--- config.mk ---
export PLATFORM = sky130hd
export DESIGN_NAME = pwm_hbridge
export DESIGN_NICKNAME = d
export VERILOG_FILES = /design/src/rtl/pwm_pkg.sv /design/src/rtl/pwm_datapath.sv /design/src/rtl/pwm_control.sv /design/src/rtl/pwm_hbridge.sv
export SDC_FILE = /design/constraint.sdc
export NUM_CORES = 1
export LEC_CHECK = 0
export ABC_AREA = 1
export BUFFER_PORTS_ARGS = -buffer_cell sky130_fd_sc_hd__clkbuf_2
export CORE_MARGIN = 1.5
export CORE_UTILIZATION = 35
export DETAILED_ROUTE_END_ITERATION = 10
export PLACE_DENSITY = 0.53
export SETUP_SLACK_MARGIN = 0.05
export SYNTH_ARGS = -nofsm -noshare
export SYNTH_HDL_FRONTEND = slang
export SYNTH_SLANG_ARGS = --single-unit
--- constraint.sdc ---
create_clock -name clk -period 3.3 [get_ports clk]
set_clock_uncertainty 0.1 [all_clocks]
set_input_delay 0.495 -clock clk [delete_from_list [all_inputs] [get_ports clk]]
set_output_delay 0.495 -clock clk [all_outputs]
set_load 0.02 [all_outputs]
--- src/rtl/pwm_pkg.sv ---
package pwm_pkg;

  localparam int ADDR_W = 2;

  localparam logic [ADDR_W-1:0] ADDR_PERIOD = 2'd0;
  localparam logic [ADDR_W-1:0] ADDR_DUTY   = 2'd1;
  localparam logic [ADDR_W-1:0] ADDR_CTRL   = 2'd2;

  localparam logic [1:0] MODE_SINGLE = 2'b00;
  localparam logic [1:0] MODE_HALF   = 2'b10;

  // strobes from control to datapath
  typedef struct packed {
    logic clrTime;   // hold time base at zero
    logic stepSub;   // advance sub-count
    logic stepTmr;   // advance period counter
    logic wrapTmr;   // period restart: clear counter, latch duty
  } tbStrobe_t;

endpackage

--- src/rtl/pwm_datapath.sv ---
module pwm_datapath
  import pwm_pkg::*;
#(
  parameter int TMR_W = 8,
  parameter int SUB_W = 2
) (
  input  logic                    clk,
  input  logic                    rstN,
  input  logic                    wrEn,
  input  logic [ADDR_W-1:0]       wrAddr,
  input  logic [TMR_W+SUB_W-1:0]  wrData,
  input  tbStrobe_t               strobe,
  output logic                    tmrAtPeriod,
  output logic                    subAtMax,
  output logic                    dutyActive
);

  localparam int BASE_W = TMR_W + SUB_W;

  logic [TMR_W-1:0]  periodReg;
  logic [BASE_W-1:0] dutyBuf;
  logic [BASE_W-1:0] dutySlave;
  logic [TMR_W-1:0]  tmrCnt;
  logic [SUB_W-1:0]  subCnt;

  always_ff @(posedge clk or negedge rstN) begin
    if (!rstN) begin
      periodReg <= '0;
      dutyBuf   <= '0;
    end else if (wrEn) begin
      if (wrAddr == ADDR_PERIOD) periodReg <= wrData[TMR_W-1:0];
      if (wrAddr == ADDR_DUTY)   dutyBuf   <= wrData;
    end
  end

  always_ff @(posedge clk or negedge rstN) begin
    if (!rstN) begin
      subCnt <= '0;
    end else if (strobe.clrTime) begin
      subCnt <= '0;
    end else if (strobe.stepSub) begin
      subCnt <= subCnt + 1'b1;
    end
  end

  always_ff @(posedge clk or negedge rstN) begin
    if (!rstN) begin
      tmrCnt <= '0;
    end else if (strobe.clrTime || strobe.wrapTmr) begin
      tmrCnt <= '0;
    end else if (strobe.stepTmr) begin
      tmrCnt <= tmrCnt + 1'b1;
    end
  end

  always_ff @(posedge clk or negedge rstN) begin
    if (!rstN) begin
      dutySlave <= '0;
    end else if (strobe.wrapTmr) begin
      dutySlave <= dutyBuf;
    end
  end

  always_comb begin
    tmrAtPeriod = (tmrCnt >= periodReg);
    subAtMax    = (subCnt == {SUB_W{1'b1}});
    dutyActive  = ({tmrCnt, subCnt} < dutySlave);
  end

  AST_WRAP_CLEARS: assert property (@(posedge clk) disable iff (!rstN)
    strobe.wrapTmr |=> (tmrCnt == '0 && subCnt == '0));

  AST_SLAVE_LATCH: assert property (@(posedge clk) disable iff (!rstN)
    strobe.wrapTmr |=> (dutySlave == $past(dutyBuf)));

  AST_SLAVE_HOLD: assert property (@(posedge clk) disable iff (!rstN)
    !strobe.wrapTmr |=> $stable(dutySlave));

endmodule

--- src/rtl/pwm_control.sv ---
module pwm_control
  import pwm_pkg::*;
#(
  parameter int DATA_W = 10
) (
  input  logic              clk,
  input  logic              rstN,
  input  logic              wrEn,
  input  logic [ADDR_W-1:0] wrAddr,
  input  logic [DATA_W-1:0] wrData,
  input  logic              preTick,
  input  logic              tmrAtPeriod,
  input  logic              subAtMax,
  input  logic              dutyActive,
  output tbStrobe_t         strobe,
  output logic              rawA,
  output logic              rawB,
  output logic              oeA,
  output logic              oeB,
  output logic              polA,
  output logic              polB
);

  logic       enable;
  logic [1:0] mode;
  logic       running;
  logic       halfMode;
  logic       validMode;

  always_ff @(posedge clk or negedge rstN) begin
    if (!rstN) begin
      enable <= 1'b0;
      mode   <= MODE_SINGLE;
      polA   <= 1'b0;
      polB   <= 1'b0;
    end else if (wrEn && wrAddr == ADDR_CTRL) begin
      enable <= wrData[0];
      mode   <= wrData[2:1];
      polA   <= wrData[3];
      polB   <= wrData[4];
    end
  end

  always_comb begin
    strobe.clrTime = !enable;
    strobe.stepSub = enable && preTick;
    strobe.stepTmr = enable && preTick && subAtMax && !tmrAtPeriod;
    strobe.wrapTmr = enable && preTick && subAtMax && tmrAtPeriod;
  end

  // waveform starts only at the first restart after enable
  always_ff @(posedge clk or negedge rstN) begin
    if (!rstN) begin
      running <= 1'b0;
    end else if (!enable) begin
      running <= 1'b0;
    end else if (strobe.wrapTmr) begin
      running <= 1'b1;
    end
  end

  always_comb begin
    halfMode  = (mode == MODE_HALF);
    validMode = halfMode || (mode == MODE_SINGLE);
    oeA       = enable && validMode;
    oeB       = enable && halfMode;
    rawA      = running && dutyActive;
    rawB      = running && halfMode && !dutyActive;
  end

  AST_RUN_FROM_WRAP: assert property (@(posedge clk) disable iff (!rstN)
    $rose(running) |-> $past(strobe.wrapTmr));

  AST_STROBE_EXCL: assert property (@(posedge clk) disable iff (!rstN)
    $onehot0({strobe.clrTime, strobe.stepTmr, strobe.wrapTmr}));

endmodule

--- src/rtl/pwm_hbridge.sv ---
module pwm_hbridge
  import pwm_pkg::*;
#(
  parameter int TMR_W = 8,
  parameter int SUB_W = 2,
  localparam int BASE_W = TMR_W + SUB_W
) (
  input  logic              clk,
  input  logic              rstN,
  input  logic              wrEn,
  input  logic [ADDR_W-1:0] wrAddr,
  input  logic [BASE_W-1:0] wrData,
  input  logic              preTick,
  output logic              outA,
  output logic              outB,
  output logic              oeA,
  output logic              oeB
);

  tbStrobe_t strobe;
  logic tmrAtPeriod, subAtMax, dutyActive;
  logic rawA, rawB, polA, polB;

  pwm_datapath #(.TMR_W(TMR_W), .SUB_W(SUB_W)) uDp (
    .clk(clk), .rstN(rstN), .wrEn(wrEn), .wrAddr(wrAddr), .wrData(wrData),
    .strobe(strobe), .tmrAtPeriod(tmrAtPeriod), .subAtMax(subAtMax),
    .dutyActive(dutyActive)
  );

  pwm_control #(.DATA_W(BASE_W)) uCtl (
    .clk(clk), .rstN(rstN), .wrEn(wrEn), .wrAddr(wrAddr), .wrData(wrData),
    .preTick(preTick), .tmrAtPeriod(tmrAtPeriod), .subAtMax(subAtMax),
    .dutyActive(dutyActive), .strobe(strobe), .rawA(rawA), .rawB(rawB),
    .oeA(oeA), .oeB(oeB), .polA(polA), .polB(polB)
  );

  always_comb begin
    outA = oeA && (rawA ^ polA);
    outB = oeB && (rawB ^ polB);
  end

  AST_HALF_NO_OVERLAP: assert property (@(posedge clk) disable iff (!rstN)
    oeB |-> !((outA ^ polA) && (outB ^ polB)));

endmodule

# Yosys cells after proc, flatten, opt, wreduce, memory -nomap -nowiden
# Index checks and enable logic that the tools add are counted.
classes:
  n_addsub: 2
  n_lt_le_gt_ge: 2
  n_eq_ne: 6
  mux: 6
  n_bitwise: 2
  reduce_logical: 22
ops:
  columns: ["operator", "count"]
  rows:
  - ["8-bit two-way mux", 2]
  - ["1-bit logical AND", 12]
  - ["10-bit less-than comparator", 1]
  - ["8-bit by 1-bit adder with 8-bit output (second input constant)", 1]
  - ["8-bit >= comparator", 1]
  - ["2-bit == test (second input constant)", 3]
  - ["2-bit logical NOT", 2]
  - ["2-bit two-way mux", 2]
  - ["2-bit != test (second input constant)", 2]
  - ["2-bit AND reduction", 2]
  - ["1-bit logical NOT", 3]
  - ["2-bit by 1-bit adder with 2-bit output (second input constant)", 1]
  - ["2-bit by 1-bit == test with 1-bit output (second input constant)", 1]
  - ["1-bit logical OR", 2]
  - ["1-bit two-way mux", 2]
  - ["2-bit nonzero test", 1]
  - ["1-bit XOR", 2]
totals:
  register_bits: 44
  inputBits: 16
  out_inout_bits: 4
  elab_cells: 50

# Logic depth before layout (Yosys ltp)
depth:
  word_depth: 5
  ltp_mapped: 12
  mapped_depth_nobuf: 12

# Hierarchy
# Synthesis repeated with hierarchy kept, for this count alone.
unflattened:
  cells_unflattened: 288
  area_unflattened_um2: 2354.8
by_module_without_submodules:
  columns: ["module", "n_inst", "cells_each", "area_each_um2", "seq_area_each_um2"]
  rows:
  - ["pwm_datapath", 1, 242, 2025.7, 950.9]
  - ["pwm_control", 1, 38, 299.0, 150.1]
  - ["pwm_hbridge", 1, 8, 30.0, 0.0]

# Worst setup path after synthesis
# No wires, ideal clock.
synth_timing:
  path_kind: "reg2out"
  from: "reg uDp.tmrCnt[6]"
  to: "out outB"
  arrival_ps: 1489
  required_ps: 2705
  path_slack_ps: 1216
  path_stages_with_launch: 10
  path_buffers: 0
  path_cell_list: "dfrtp_1 ha_1 nand2_1 nor2_1 nand3_1 nand3_1 nand2_1 nand2_1 nand2_1 nor2_1"
synth_via:
  elab_chain_len: 5
synth_rtl:
  columns: ["element", "line_no", "text"]
  rows:
  - ["from (decl)", "pwm_datapath.sv:23", "logic [TMR_W-1:0] tmrCnt;"]
  - ["from (signal assigned)", "pwm_datapath.sv:52", "tmrCnt <= tmrCnt + 1'b1;"]
  - ["10-bit less-than comparator", "pwm_datapath.sv:67", "dutyActive = ({tmrCnt, subCnt} < dutySlave);"]
  - ["1-bit logical NOT", "pwm_control.sv:68", "rawB = running && halfMode && !dutyActive;"]
  - ["1-bit logical AND", "pwm_control.sv:68", null]
  - ["1-bit XOR", "pwm_hbridge.sv:39", "outB = oeB && (rawB ^ polB);"]
  - ["1-bit logical AND", "pwm_hbridge.sv:39", null]
  - ["to (decl)", "pwm_hbridge.sv:15", "output logic outB,"]
# No other way between the ends.

# Final worst setup path
layout_timing:
  from: "reg uDp.tmrCnt[7]"
  to: "out outA"
layout_via:
  elab_chain_len: 4
layout_rtl:
  columns: ["element", "line_no", "text"]
  rows:
  - ["10-bit less-than comparator", "pwm_datapath.sv:67", null]
  - ["1-bit logical AND", "pwm_control.sv:67", "rawA = running && dutyActive;"]
  - ["1-bit XOR", "pwm_hbridge.sv:38", "outA = oeA && (rawA ^ polA);"]
  - ["1-bit logical AND", "pwm_hbridge.sv:38", null]
  - ["to (decl)", "pwm_hbridge.sv:14", "output logic outA,"]
# No other way between the ends.

==> run summary <==
initial core utilization - 36.52%
Final Hold Vio Count - 0
gp weighted congestion - 0.8055
Clock Latency Late Sink - 0.29 ns
Yosys reg bits - 44
unrepaired setup endpoints after global routing - no
Post-Synth Simple-Gate Area - 24.36%
clk sink count - 44
worst path cell trace - ha_1, a21o_1, nor2_1, nand4_1, nand2_1, nand2_1, nor2_1, clkbuf_2
post-route ant nets - 0
CTS tree - built
Clk pin slew, worst setup/hold paths - 0.08 ns
die area - 0.007162 mm²
top layer in use - met4
final WL - 4.546 mm
# resized after CTS - 0
XOR/XNOR Fraction of Synth Area - 1.127%
Rows - 29
Mean Syn Cell Area - 8.015 µm²
metal3 WL - 117 µm
CP arrival - 1.93 ns
Max-cap violations - 0
leakage - 0.001398 µW
Antenna diodes - 0
Worst Setup SP - uDp.tmrCnt[7]
initial antenna violation count - 0
FF-to-FF path depth - 8
worst hold path class - input port to async pin
core region area - 0.006386 mm²
post-layout minimum cycle time - 2.526 ns
Worst slew margin - 44.91%
post-synthesis sequential area ratio - 47.21%
outcome - finished, final reports clean
# nets final - 348
DR WL met2 - 2.008 mm
most common flop cell mapped by yosys - dfrtp_1
Max Fanout on Critical Path - 4
YS warnings - 0
fillers - 663
startpoint type of the worst setup path - flip-flop
Post-synth EDFFs - 0
max incr delay on CP - 0.42 ns
Post-Syn Area - 0.002332 mm²
Iteration-0 DRC Markers - 70
R2R Path Start - uDp.tmrCnt[5]
mux contribution to synthesized area - 0.9657%
CTS Buffer Depth - 2
Synth area leaders - dfrtp_1 47%, nand2_1 14%, ha_1 10%
Critical Path End - outA
CP max stage cell - dfrtp_1
Async S/R FF share, synth - 100.0%
largest area contributor in the synthesized netlist - dfrtp_1
vias in the first global route - 1699
H-tree depth - 2
endpoints failing setup - 0
Post-route DRC - 0
TritonCTS buffer count - 5
fraction of layout cells with a size suffix above 1 - 11.78%
final setup TNS - 0 ns
most frequent cell after synthesis - nand2_1
Placement Setup Slack - 0.7256 ns
clk root buf - clkbuf_8
Vias/cell - 4.496
Hold WS - 0.1831 ns
Post-Syn Instances - 291
CP required - 2.70 ns
die width - 84.63 µm
WS Path Type - flip-flop to output pin
CP endpoint kind - output pin
Max IR drop VDD - 0.2310 mV
Area growth syn-to-layout - 11.37%
M1 WL - 2.355 mm
vias - 1758
Die Span Y - 84.63 µm
Port Buf Inserts - 19
Synth Area in Adders - 10.19%
Slew Limit Fails - 0
HPWL Detailed - 3.505 mm
synth unique cells - 23
Avg WL per Cell - 11.63 µm
largest net degree at the start of global routing - 33
GRT Util Overall - 14.06%
first-pass GRT wire length - 7.914 mm
post-layout util - 40.67%
post-synth top area share - 47.21%
Slew @ Worst Pin - 0.8263 ns
Hold Buf Count CTS - 0
critical path depth - 8
Finished Cell Area - 0.002597 mm²
Power Density - 429.2 mW/mm²
Syn Nets - 326
Setup WS post-layout - 0.7740 ns
drt pass-1 iters - 4
largest family of logic cells by synthesized area - simple AND/OR/NAND/NOR gates
fmax - 395.9 MHz
Reg-to-Reg End - uDp.tmrCnt[7]
cell class contributing the biggest share of worst-path delay - simple AND/OR/NAND/NOR gates
# IOs - 20
grt ovf - 0
top post-synthesis cells by count - 85 x nand2_1, 47 x inv_1, 44 x dfrtp_1
Reg2Reg Setup Slack - 0.78 ns
setup repair bufs after CTS - 0
placed inst area - 0.002509 mm²
worst path bufs/invs - 1
Final Cycle Share - 76.55%
compound-gate portion of the synthesized area - 7.457%
[power by group]
part / leakage, µW / switching (µW) / internal, µW
Sequential: 0.000578 / 33.7 / 587
Combinational: 0.000778 / 96.7 / 56.0
Clock: 0.0000414 / 190 / 151
[state kept, by name (all words and copies together) (netlist names), 2 cells and up]
register       flops
uDp.dutyBuf       10
uDp.dutySlave     10
uDp.periodReg      8
uDp.tmrCnt         8
uCtl.mode          2
uDp.subCnt         2
[layout by cell type, fill, tap and decap left out]
cell	netlist	routed
nor3_1	3	3
nor2_1	24	24
o21bai_1	1	1
inv_2	1	1
xor2_1	3	3
dfrtp_1	44	44
inv_1	47	47
nand3_1	17	17
a21oi_1	4	4
a21o_2	1	1
nand4_1	2	2
clkbuf_2	0	19
nand2_1	85	85
clkinv_4	0	1
a21o_1	1	1
clkinvlp_4	0	1
clkbuf_8	0	5
buf_4	0	1
nand2_2	1	1
o21ai_0	26	26
ha_1	19	19
nor2_2	2	2
or2_2	1	1
nand3_2	1	1
mux2_2	2	2
clkbuf_1	2	1
nand2_4	1	1
[area by class of cell]
cell class	count	area, µm²	share of cell area [%]
inverter	48	180.2	6.936
multi-input combinational	194	1028	39.60
timing repair buffer	20	102.6	3.950
sequential	44	1101	42.39
clock inverter	2	16.27	0.6262
clock buffer	6	72.57	2.794
tap	77	96.34	3.709
[kinds of logic (layout without fill, tap and decap cells)]
family	after synthesis	after routing
adder cells (fa/ha/maj)	19	19
AO/OA/AOI/OAI	33	33
AND/OR/NAND/NOR	137	137
buffers and inverters	53	76
flip-flops	44	44
XOR/XNOR	3	3
multiplexers	2	2
[metal layers]
metal	global-route usage (%)	vias to the layer above
li1	-	953
met1	19.61	777
met2	21.21	24
met3	2.852	4
met4	6.158	0
met5	0	-
[metrics by stage]
stage,total power (µW),std cells
after global placement,785.3,383
after global routing,1177,391
after floorplan,726.7,291
after CTS,1126,391
after detailed placement,787.3,383
final,1115,391
[worst min path at each step]
stage | start | end | cells past startpoint
final | rstN | uDp.periodReg[6] | 1
after floorplan | rstN | uCtl.enable | 0
after global routing | rstN | uDp.dutyBuf[2] | 1
after global placement | uDp.dutySlave[5] | uDp.dutySlave[5] | 2
after detailed placement | uDp.dutySlave[5] | uDp.dutySlave[5] | 2
after CTS | rstN | uDp.periodReg[6] | 1
No activity file was read; power rests on OpenSTA's default activity.
